<file path="src/rtl/ifx_pkg.sv">
package ifx_pkg;
    localparam int VA_BITS   = 64;
    localparam int PA_W      = 44;
    localparam int VA_SIG    = 43;
    localparam int PG_W      = 13;
    localparam int PPN_W     = PA_W - PG_W;
    localparam int SP_HI     = 47;
    localparam int SP_LO     = 41;
    localparam logic [SP_HI-SP_LO:0] SP_TAG = 7'h7e;
    localparam int SP_EXT    = 40;
    localparam int UC_BIT    = 43;
    localparam int UC_CLR_HI = 42;
    localparam int UC_CLR_LO = 35;
    localparam int IPR_LO    = 20;
    localparam int N_CNT     = 3;

    typedef enum logic [1:0] {
        MODE_KERN = 2'd0,
        MODE_EXEC = 2'd1,
        MODE_SUPV = 2'd2,
        MODE_USER = 2'd3
    } cpu_mode_e;

    typedef enum logic [2:0] {
        FLT_NONE  = 3'd0,
        FLT_ACV   = 3'd1,
        FLT_MISS  = 3'd2,
        FLT_MCHK  = 3'd3,
        FLT_UNIMP = 3'd4
    } fault_e;

    typedef enum logic [1:0] {
        EV_NONE = 2'd0,
        EV_HIT  = 2'd1,
        EV_MISS = 2'd2,
        EV_ACV  = 2'd3
    } event_e;

    typedef struct packed {
        logic [VA_BITS-1:0] pa;
        fault_e             fault;
        logic               skip_post;
        event_e             ev;
    } route_t;

    function automatic logic va_canonical(input logic [VA_BITS-1:0] va);
        return (&va[VA_BITS-1:VA_SIG-1]) | ~(|va[VA_BITS-1:VA_SIG-1]);
    endfunction

    function automatic logic va_superpage(input logic [VA_BITS-1:0] va);
        return va[SP_HI:SP_LO] == SP_TAG;
    endfunction
endpackage

</file>
<file path="src/rtl/ifx_route.sv">
module ifx_route
    import ifx_pkg::*;
(
    input  logic [VA_BITS-1:0] va,
    input  logic [VA_BITS-1:0] pc,
    input  logic               phys,
    input  logic [1:0]         mode,
    input  logic               tlb_hit,
    input  logic [PPN_W-1:0]   tlb_ppn,
    input  logic [3:0]         tlb_rd_en,
    output route_t             rt
);
    localparam int HI_PAD = VA_BITS - PA_W;
    logic [PA_W-1:0] sp_pa;

    always_comb begin
        sp_pa = va[PA_W-1:0];
        if (sp_pa[SP_EXT])
            sp_pa[PA_W-1:SP_EXT] = '1;
        else
            sp_pa[PA_W-1:SP_EXT] = '0;
    end

    always_comb begin
        rt           = '0;
        rt.fault     = FLT_NONE;
        rt.ev        = EV_NONE;
        rt.skip_post = 1'b0;
        if (pc[0]) begin
            // firmware fetch: strip marker bits, keep implemented range
            rt.pa        = {{HI_PAD{1'b0}}, va[PA_W-1:2], 2'b00};
            rt.skip_post = 1'b1;
            rt.ev        = EV_HIT;
        end else if (phys) begin
            rt.pa = va;
        end else if (!va_canonical(va)) begin
            rt.fault = FLT_ACV;
            rt.ev    = EV_ACV;
        end else if (va_superpage(va)) begin
            if (mode != MODE_KERN) begin
                rt.fault = FLT_ACV;
                rt.ev    = EV_ACV;
            end else begin
                rt.pa = {{HI_PAD{1'b0}}, sp_pa};
            end
        end else if (!tlb_hit) begin
            rt.fault = FLT_MISS;
            rt.ev    = EV_MISS;
        end else begin
            rt.pa = {{HI_PAD{1'b0}}, tlb_ppn, va[PG_W-1:2], 2'b00};
            if (!tlb_rd_en[mode]) begin
                rt.fault = FLT_ACV;
                rt.ev    = EV_ACV;
            end else begin
                rt.ev = EV_HIT;
            end
        end
    end
endmodule

</file>
<file path="src/rtl/ifx_post.sv">
module ifx_post
    import ifx_pkg::*;
(
    input  route_t          rt,
    output logic [PA_W-1:0] pa,
    output logic            uncached,
    output fault_e          fault
);
    always_comb begin
        pa       = '0;
        uncached = 1'b0;
        fault    = FLT_NONE;
        if (rt.fault != FLT_NONE) begin
            fault = rt.fault;
        end else if (rt.skip_post) begin
            pa = rt.pa[PA_W-1:0];
        end else if (|rt.pa[VA_BITS-1:PA_W]) begin
            fault = FLT_MCHK;
        end else if (rt.pa[UC_BIT]) begin
            if (&rt.pa[PA_W-1:IPR_LO]) begin
                fault = FLT_UNIMP;
            end else begin
                uncached = 1'b1;
                pa       = rt.pa[PA_W-1:0];
                pa[UC_CLR_HI:UC_CLR_LO] = '0;
            end
        end else begin
            pa = rt.pa[PA_W-1:0];
        end
    end
endmodule

</file>
<file path="src/rtl/ifx_sat_cnt.sv">
module ifx_sat_cnt #(
    parameter int W = 8
) (
    input  logic         clk,
    input  logic         rst,
    input  logic         inc,
    output logic [W-1:0] cnt
);
    always_ff @(posedge clk) begin
        if (rst)
            cnt <= '0;
        else if (inc && !(&cnt))
            cnt <= cnt + 1'b1;
    end
endmodule

</file>
<file path="src/rtl/ifx_xlat.sv">
module ifx_xlat
    import ifx_pkg::*;
#(
    parameter int CNT_W = 8
) (
    input  logic             clk,
    input  logic             rst,
    input  logic             req_valid,
    input  logic [63:0]      req_va,
    input  logic [63:0]      req_pc,
    input  logic             req_phys,
    input  logic [1:0]       req_mode,
    input  logic             tlb_hit,
    input  logic [30:0]      tlb_ppn,
    input  logic [3:0]       tlb_rd_en,
    output logic             rsp_valid,
    output logic [43:0]      rsp_pa,
    output logic             rsp_uncached,
    output logic [2:0]       rsp_fault,
    output logic [CNT_W-1:0] hit_cnt,
    output logic [CNT_W-1:0] miss_cnt,
    output logic [CNT_W-1:0] acv_cnt
);
    route_t          rt;
    logic [PA_W-1:0] post_pa;
    logic            post_uc;
    fault_e          post_flt;
    logic [N_CNT-1:0] inc;
    logic [CNT_W-1:0] cnt_q [N_CNT];

    ifx_route route_i (
        .va        (req_va),
        .pc        (req_pc),
        .phys      (req_phys),
        .mode      (req_mode),
        .tlb_hit   (tlb_hit),
        .tlb_ppn   (tlb_ppn),
        .tlb_rd_en (tlb_rd_en),
        .rt        (rt)
    );

    ifx_post post_i (
        .rt       (rt),
        .pa       (post_pa),
        .uncached (post_uc),
        .fault    (post_flt)
    );

    always_ff @(posedge clk) begin
        if (rst) begin
            rsp_valid    <= 1'b0;
            rsp_pa       <= '0;
            rsp_uncached <= 1'b0;
            rsp_fault    <= FLT_NONE;
        end else begin
            rsp_valid <= req_valid;
            if (req_valid) begin
                rsp_pa       <= post_pa;
                rsp_uncached <= post_uc;
                rsp_fault    <= post_flt;
            end
        end
    end

    always_comb begin
        inc[0] = req_valid && (rt.ev == EV_HIT);
        inc[1] = req_valid && (rt.ev == EV_MISS);
        inc[2] = req_valid && (rt.ev == EV_ACV);
    end

    for (genvar g = 0; g < N_CNT; g++) begin : g_cnt
        ifx_sat_cnt #(.W(CNT_W)) cnt_i (
            .clk (clk),
            .rst (rst),
            .inc (inc[g]),
            .cnt (cnt_q[g])
        );
    end

    assign hit_cnt  = cnt_q[0];
    assign miss_cnt = cnt_q[1];
    assign acv_cnt  = cnt_q[2];
endmodule

</file>
<file path="config.mk">
export PLATFORM = sky130hd
export DESIGN_NAME = ifx_xlat
export DESIGN_NICKNAME = d
export VERILOG_FILES = /design/src/rtl/ifx_pkg.sv /design/src/rtl/ifx_route.sv /design/src/rtl/ifx_post.sv /design/src/rtl/ifx_sat_cnt.sv /design/src/rtl/ifx_xlat.sv
export SDC_FILE = /design/constraint.sdc
export NUM_CORES = 1
export LEC_CHECK = 0
export BUFFER_PORTS_ARGS = -buffer_cell sky130_fd_sc_hd__buf_2
export CAP_MARGIN = 5
export CORE_UTILIZATION = 44
export CTS_CLUSTER_SIZE = 12
export DETAILED_ROUTE_END_ITERATION = 16
export HOLD_SLACK_MARGIN = 0.15
export PLACE_DENSITY = 0.83
export SETUP_SLACK_MARGIN = 0.3
export SYNTH_ARGS = -nofsm -noshare
export SYNTH_HDL_FRONTEND = slang
export SYNTH_SLANG_ARGS = --single-unit
</file>
<file path="constraint.sdc">
create_clock -name clk -period 5.04 [get_ports clk]
set_clock_uncertainty 0.2 [all_clocks]
set_input_delay 1.26 -clock clk [delete_from_list [all_inputs] [get_ports clk]]
set_output_delay 1.26 -clock clk [all_outputs]
set_load 0.03 [all_outputs]
</file>
=== Word-level counts from Yosys, hierarchy flattened ===
Index checks and enable logic that the tools add are counted.

* Add/subtract/negate cells: 3
* $mul: 0
* Divide/modulo/power cells: 0
* $lt $le $gt $ge: 1
* Eq/ne operators: 4
* Shifts and indexed selects: 0
* Muxes and demuxes: 38
* Bitwise gates (word level): 2
* Reductions and logical operators: 18

{| class="wikitable"
|+ Operator list
! operator !! count
|-
| two-way mux 44 bit || 7
|-
| two-way mux 64 bit || 3
|-
| two-way mux 47 bit || 1
|-
| two-way mux 3 bit || 9
|-
| adder 8 x 1 -> 8 bit (second input constant) || 3
|-
| AND reduction 24 bit || 1
|-
| AND reduction 8 bit || 3
|-
| AND reduction 22 bit || 1
|-
| OR reduction 22 bit || 1
|-
| OR reduction 20 bit || 1
|-
| two-way mux 2 bit || 7
|-
| two-way mux 1 bit || 9
|-
| equality test 7 bit (second input constant) || 1
|-
| logical AND 1 bit || 6
|-
| equality test 2 bit (second input constant) || 2
|-
| two-way mux 4 bit || 1
|-
| zero test 1 bit || 3
|-
| less-than comparator 2 x 3 -> 1 bit (second input constant) || 1
|-
| nonzero test 3 bit || 1
|-
| binary-select mux 1 bit (select 2 bit) || 1
|-
| equality test 2 x 1 -> 1 bit (second input constant) || 1
|-
| nonzero test 2 bit || 1
|-
| NOT 1 bit || 1
|-
| bitwise OR 1 bit || 1
|}

* Register bits: 73
* Bits in latches: 0
* Bits in writable memories: 0
* Bits in read-only memories: 0
* Bits of input ports: 170
* Word-level logic and storage cells: 73
* Memories kept: 0

=== Longest topological paths before layout ===
* Depth in word-level cells: 14
* Gate-level depth with buffers: 11
* Mapped depth without buffers: 8

=== Modules after synthesis ===
From an unflattened synthesis, not the netlist that was laid out.

* Cell total of the unflattened synthesis: 659
* Area total of the unflattened synthesis: 5,192.5 um^2

{| class="wikitable"
|+ By module, submodules not included
! module !! times used !! cells an instance !! area each (um^2) !! seq. area each (um^2)
|-
| ifx_xlat || 1 || 161 || 1,774.2 || 980.9
|-
| ifx_route || 1 || 247 || 1,450.1 || 0.0
|-
| ifx_sat_cnt || 3 || 44 || 446.7 || 160.2
|-
| ifx_post || 1 || 119 || 628.1 || 0.0
|}

=== Worst setup path before layout ===
OpenSTA, ideal clock, no wires.

* Kind: input-to-reg
* Start point: in req_va[54]
* End point: reg rsp_uncached
* Setup time: 0.117 ns
* Arrival: 3.813 ns
* Data required time: 4.723 ns
* Path slack: 0.910 ns
* Cell stages on the path: 8
* Path buffers: 0
* Cell sequence: nor4_1 -> nand3_1 -> or4_4 -> a22oi_4 -> a22oi_1 -> or4_4 -> or4_4 -> a22o_1

* Cells in the longest elaborated chain, start to end: 12
* Elaborated cells between the ends (all ways): 18
* Classes of those cells: mux: 11; bitwise: 2; reduce/logical: 5

{| class="wikitable"
|+ RTL lines
! what !! RTL line !! RTL
|-
| start: declaration || ifx_xlat.sv:9 || <nowiki>input logic [63:0] req_va,</nowiki>
|-
| OR reduction 22 bit || ifx_pkg.sv:47 || <nowiki>return (&va[VA_BITS-1:VA_SIG-1]) | ~(|va[VA_BITS-1:VA_SIG-1]);</nowiki>
|-
| NOT 1 bit || ifx_pkg.sv:47 ||
|-
| bitwise OR 1 bit || ifx_pkg.sv:47 ||
|-
| two-way mux 64 bit || ifx_route.sv:36 || <nowiki>end else if (!va_canonical(va)) begin</nowiki>
|-
| two-way mux 64 bit || ifx_route.sv:34 || <nowiki>end else if (phys) begin</nowiki>
|-
| two-way mux 64 bit || ifx_route.sv:29 || <nowiki>if (pc[0]) begin</nowiki>
|-
| AND reduction 24 bit || ifx_post.sv:20 || <nowiki>if (&rt.pa[PA_W-1:IPR_LO]) begin</nowiki>
|-
| two-way mux 1 bit || ifx_post.sv:20 ||
|-
| two-way mux 1 bit || ifx_post.sv:19 || <nowiki>end else if (rt.pa[UC_BIT]) begin</nowiki>
|-
| two-way mux 1 bit || ifx_post.sv:17 || <nowiki>end else if (|rt.pa[VA_BITS-1:PA_W]) begin</nowiki>
|-
| two-way mux 1 bit || ifx_post.sv:15 || <nowiki>end else if (rt.skip_post) begin</nowiki>
|-
| two-way mux 1 bit * || ifx_post.sv:13 || <nowiki>if (rt.fault != FLT_NONE) begin</nowiki>
|-
| end signal: assignment || ifx_xlat.sv:59 || <nowiki>rsp_uncached <= post_uc;</nowiki>
|-
| end: declaration || ifx_xlat.sv:18 || <nowiki>output logic rsp_uncached,</nowiki>
|}

Mark *: on every way between the ends. The rest lies on a longest branch, timed or not.
A chain may end at the register's enable or synchronous reset.

=== Worst setup path after layout ===
* Start point: in req_va[54]
* End point: reg g_cnt[0].cnt_i.cnt[7]

* Cells in the longest elaborated chain, start to end: 9
* Elaborated cells between the ends (all ways): 10
* Classes of those cells: eq/ne: 1; mux: 3; bitwise: 2; reduce/logical: 4

{| class="wikitable"
|+ RTL lines
! what !! RTL line !! RTL
|-
| OR reduction 22 bit || ifx_pkg.sv:47 ||
|-
| NOT 1 bit || ifx_pkg.sv:47 ||
|-
| bitwise OR 1 bit * || ifx_pkg.sv:47 ||
|-
| two-way mux 2 bit * || ifx_route.sv:36 ||
|-
| two-way mux 2 bit * || ifx_route.sv:34 ||
|-
| two-way mux 2 bit * || ifx_route.sv:29 ||
|-
| equality test 2 x 1 -> 1 bit * || ifx_xlat.sv:66 || <nowiki>inc[0] = req_valid && (rt.ev == EV_HIT);</nowiki>
|-
| logical AND 1 bit * || ifx_xlat.sv:66 ||
|-
| logical AND 1 bit * || ifx_sat_cnt.sv:12 || <nowiki>else if (inc && !(&cnt))</nowiki>
|-
| end signal: assignment || ifx_sat_cnt.sv:13 || <nowiki>cnt <= cnt + 1'b1;</nowiki>
|-
| end: declaration || ifx_sat_cnt.sv:7 || <nowiki>output logic [W-1:0] cnt</nowiki>
|}

Marks and branches as above.

==> impl_metrics.env <==
export IMPL_status="finished, final reports clean"
export IMPL_synth_commonest_cells="nand2_1 (121), dfxtp_1 (73), nor2_1 (53)"
export IMPL_synth_top_cells_by_area="dfxtp_1 (35%), nand2_1 (11%), o21ai_0 (5.5%)"
export IMPL_hold_end="rsp_fault[2]$_SDFFE_PP0P_"
export IMPL_endpoint_kind="register"
export IMPL_worst_slew_pin_slew_ns=0.7683
export IMPL_dieWidth_um=98.76
export IMPL_wirelength_um=12810
export IMPL_setup_viol_count_final=0
export IMPL_period_needed_ns=4.249
export IMPL_fin_crit_sh_pct=84.31
export IMPL_ys_seq_elements=73
export IMPL_critPathMaxFanout=11
export IMPL_min_path_cells=2
export IMPL_cts_root_buf="clkbuf_8"
export IMPL_dp_hpwl_um=9610
export IMPL_rsz0062_at_grt="false"
export IMPL_fill_cells=818
export IMPL_first_pass_iters=5
export IMPL_htreeDepth=3
export IMPL_dieHeight_um=98.76
export IMPL_cp_start_kind="input port"
export IMPL_cts_tree="built"
export IMPL_syn_inst=555
export IMPL_path_clk_slew_ns=0.09
export IMPL_nets=890
export IMPL_place_congestion=0.9381
export IMPL_critical_path_class="input port to register"
export IMPL_reg2reg_to="g_cnt[0].cnt_i.cnt[7]$_SDFFE_PP0P_"
export IMPL_power_leakage_nw=2.478
export IMPL_num_vias=4745
export IMPL_slew_violations=0
export IMPL_netlist_area_leader_share_pct=35.48
export IMPL_yosysUniqueCellTypes=47
export IMPL_grt_overflow=0
export IMPL_cts_resized=0
export IMPL_critPathRequiredTime_ns=5.11
export IMPL_synth_most_common_cell="nand2_1"
export IMPL_n_antenna_cell=0
export IMPL_max_cap_violations=0
export IMPL_fin_tns_setup_ns=0
export IMPL_cts_sinks=73
export IMPL_dieArea_mm2=0.009753
export IMPL_r2r_cells=6
export IMPL_drive_gt1_share_pct=30.89
export IMPL_synth_area_leader_cell="dfxtp_1"
export IMPL_synth_edf_count=0
export IMPL_io_pins=243
export IMPL_min_delay_start="rsp_fault[2]$_SDFFE_PP0P_"
export IMPL_cts_buffer_depth=2
export IMPL_synth_fp_nets=728
export IMPL_cts_hold_buf=0
export IMPL_synth_ff_type="dfxtp_1"
export IMPL_worstPathArrival_ns=4.32
export IMPL_routed_via_density=5.717
export IMPL_powerDensity_mw_per_mm2=238.1
export IMPL_numCtsBuffers=9
export IMPL_r2r_start="g_cnt[0].cnt_i.cnt[2]$_SDFFE_PP0P_"
export IMPL_first_iter_violations=306
export IMPL_cts_setup_buffers=0
export IMPL_fmax_mhz=235.3
export IMPL_timing_slew_headroom_pct=48.78
export IMPL_yosysWarningCount=0
export IMPL_grt_pass1_vias=4307
export IMPL_synth_area_mm2=0.004119
export IMPL_drc=0
export IMPL_wire_per_inst_um=15.43
export IMPL_antenna_found_initial=0
export IMPL_syn_mean_instance_area_um2=7.422
export IMPL_preCtsSetupSlack_ns=0.4852
export IMPL_vdd_drop_max_uv=135.9
export IMPL_gr_usage_all_layers_pct=26.10
export IMPL_hold_violations=0
export IMPL_multi_input_area_mm2=0.002501
export IMPL_coreArea_mm2=0.008891
export IMPL_start_util_pct=46.33
export IMPL_num_rows=34
export IMPL_grt_first_pass_wirelength_um=20510
export IMPL_ys_async_sr_fraction_pct=0
export IMPL_grt_start_max_net_pins=41
export IMPL_rrSetupSlack_ns=2.57
export IMPL_synth_yosys_seq_area_share_pct=35.48
export IMPL_regArea_mm2=0.001461
export IMPL_clkLatencyLatePin_ns=0.34
export IMPL_area_delta_synth_final_pct=28.19
export IMPL_place_port_buffers=179
export IMPL_hold_class="register to register"
export IMPL_final_antenna_net_count=0
export IMPL_fin_ws_ns=0.7907
[layer usage]
layer  vias to the layer above  part of all wire, %  track usage [%]  wire length, um
li1                       2328                    -                -                -
met1                      2160                   46            35.75             5860
met2                       226                   43            40.24             5528
met3                        31                  8.8            6.312             1130
met4                         0                  2.2            8.726              288
met5                         -                    0                0                0
[per-stage QoR]
stage	power, W	utilization, %	cell area [um^2]	hold slack, ns	instances
after floorplan	0.0007413	-	4119	0.3723	555
after global placement	0.0008271	57.26	5091	0.2300	814
after detailed placement	0.0008329	57.26	5091	0.2344	814
after CTS	0.001265	59.39	5280	0.2473	830
after global routing	0.001313	59.39	5280	0.2736	830
final	0.001257	59.39	5280	0.2429	830
[sequential cells by signal (all words and copies together) (netlist names)]
| register | flops |
|---|---|
| rsp_valid | 1 |
| rsp_uncached | 1 |
| rsp_fault | 3 |
| g_cnt.cnt_i.cnt | 24 |
| rsp_pa | 44 |
[placed cells by master (no fill, tap or decap), drive strengths merged, types with 9 or more instances in the layout]
master / instances
and3: 25
a22oi: 16
dfxtp: 73
nand2: 121
clkbuf: 11
o221ai: 19
nand3: 16
or3: 10
a21oi: 24
inv: 9
o21ai: 47
nor4: 11
nor2: 53
nand4: 12
buf: 188
[final cells by class]
cell class | instances | area share, %
inverters | 8 | 0.5687
flip-flops and latches | 73 | 27.68
multi-input cells | 437 | 47.37
clock buffers | 11 | 2.867
repair buffers | 188 | 18.25
well taps | 108 | 2.559
clock inverters | 5 | 0.7109
[power breakdown]
group	switching (W)	internal (W)	total, W	leakage [nW]
registers	0.0000110	0.000595	0.000606	0.593
logic	0.000137	0.0000797	0.000216	1.79
clock network	0.000228	0.000207	0.000435	0.0919
total	0.000375	0.000882	0.00126	2.48
[how the worst max path moves through the flow]
stage / slack (ns) / start / endpoint / cells past startpoint
after floorplan: 0.91 / req_va[54] / rsp_uncached$_SDFFE_PP0P_ / 8
after global placement: 0.52 / req_va[54] / g_cnt[0].cnt_i.cnt[7]$_SDFFE_PP0P_ / 9
after detailed placement: 0.49 / req_va[54] / g_cnt[0].cnt_i.cnt[7]$_SDFFE_PP0P_ / 9
after CTS: 0.84 / req_va[54] / g_cnt[0].cnt_i.cnt[7]$_SDFFE_PP0P_ / 9
after global routing: 0.61 / req_va[50] / g_cnt[0].cnt_i.cnt[7]$_SDFFE_PP0P_ / 9
final: 0.79 / req_va[54] / g_cnt[0].cnt_i.cnt[7]$_SDFFE_PP0P_ / 9
[logic make-up (layout without fill, tap and decap cells)]
logic type	Yosys count	after routing	share of synthesized area (%)
and+or+nand+nor	282	282	33.08
DFF	73	73	35.48
xor gates and xnor gates	4	4	0.8505
AOI/OAI and AO/OA	141	141	23.33
buffers and inverters	45	212	4.313
muxes	7	7	2.035
adders and majority gates	3	3	0.9114
[critical path: stages]
cell	delay (ns)
buf_2	0.10
nor4_1	0.29
nand3_1	0.19
or4_4	0.56
a211oi_2	0.31
nor2_1	0.17
or4_1	0.76
or4_1	0.53
a21oi_1	0.15
(Power assumes the default switching activity.)
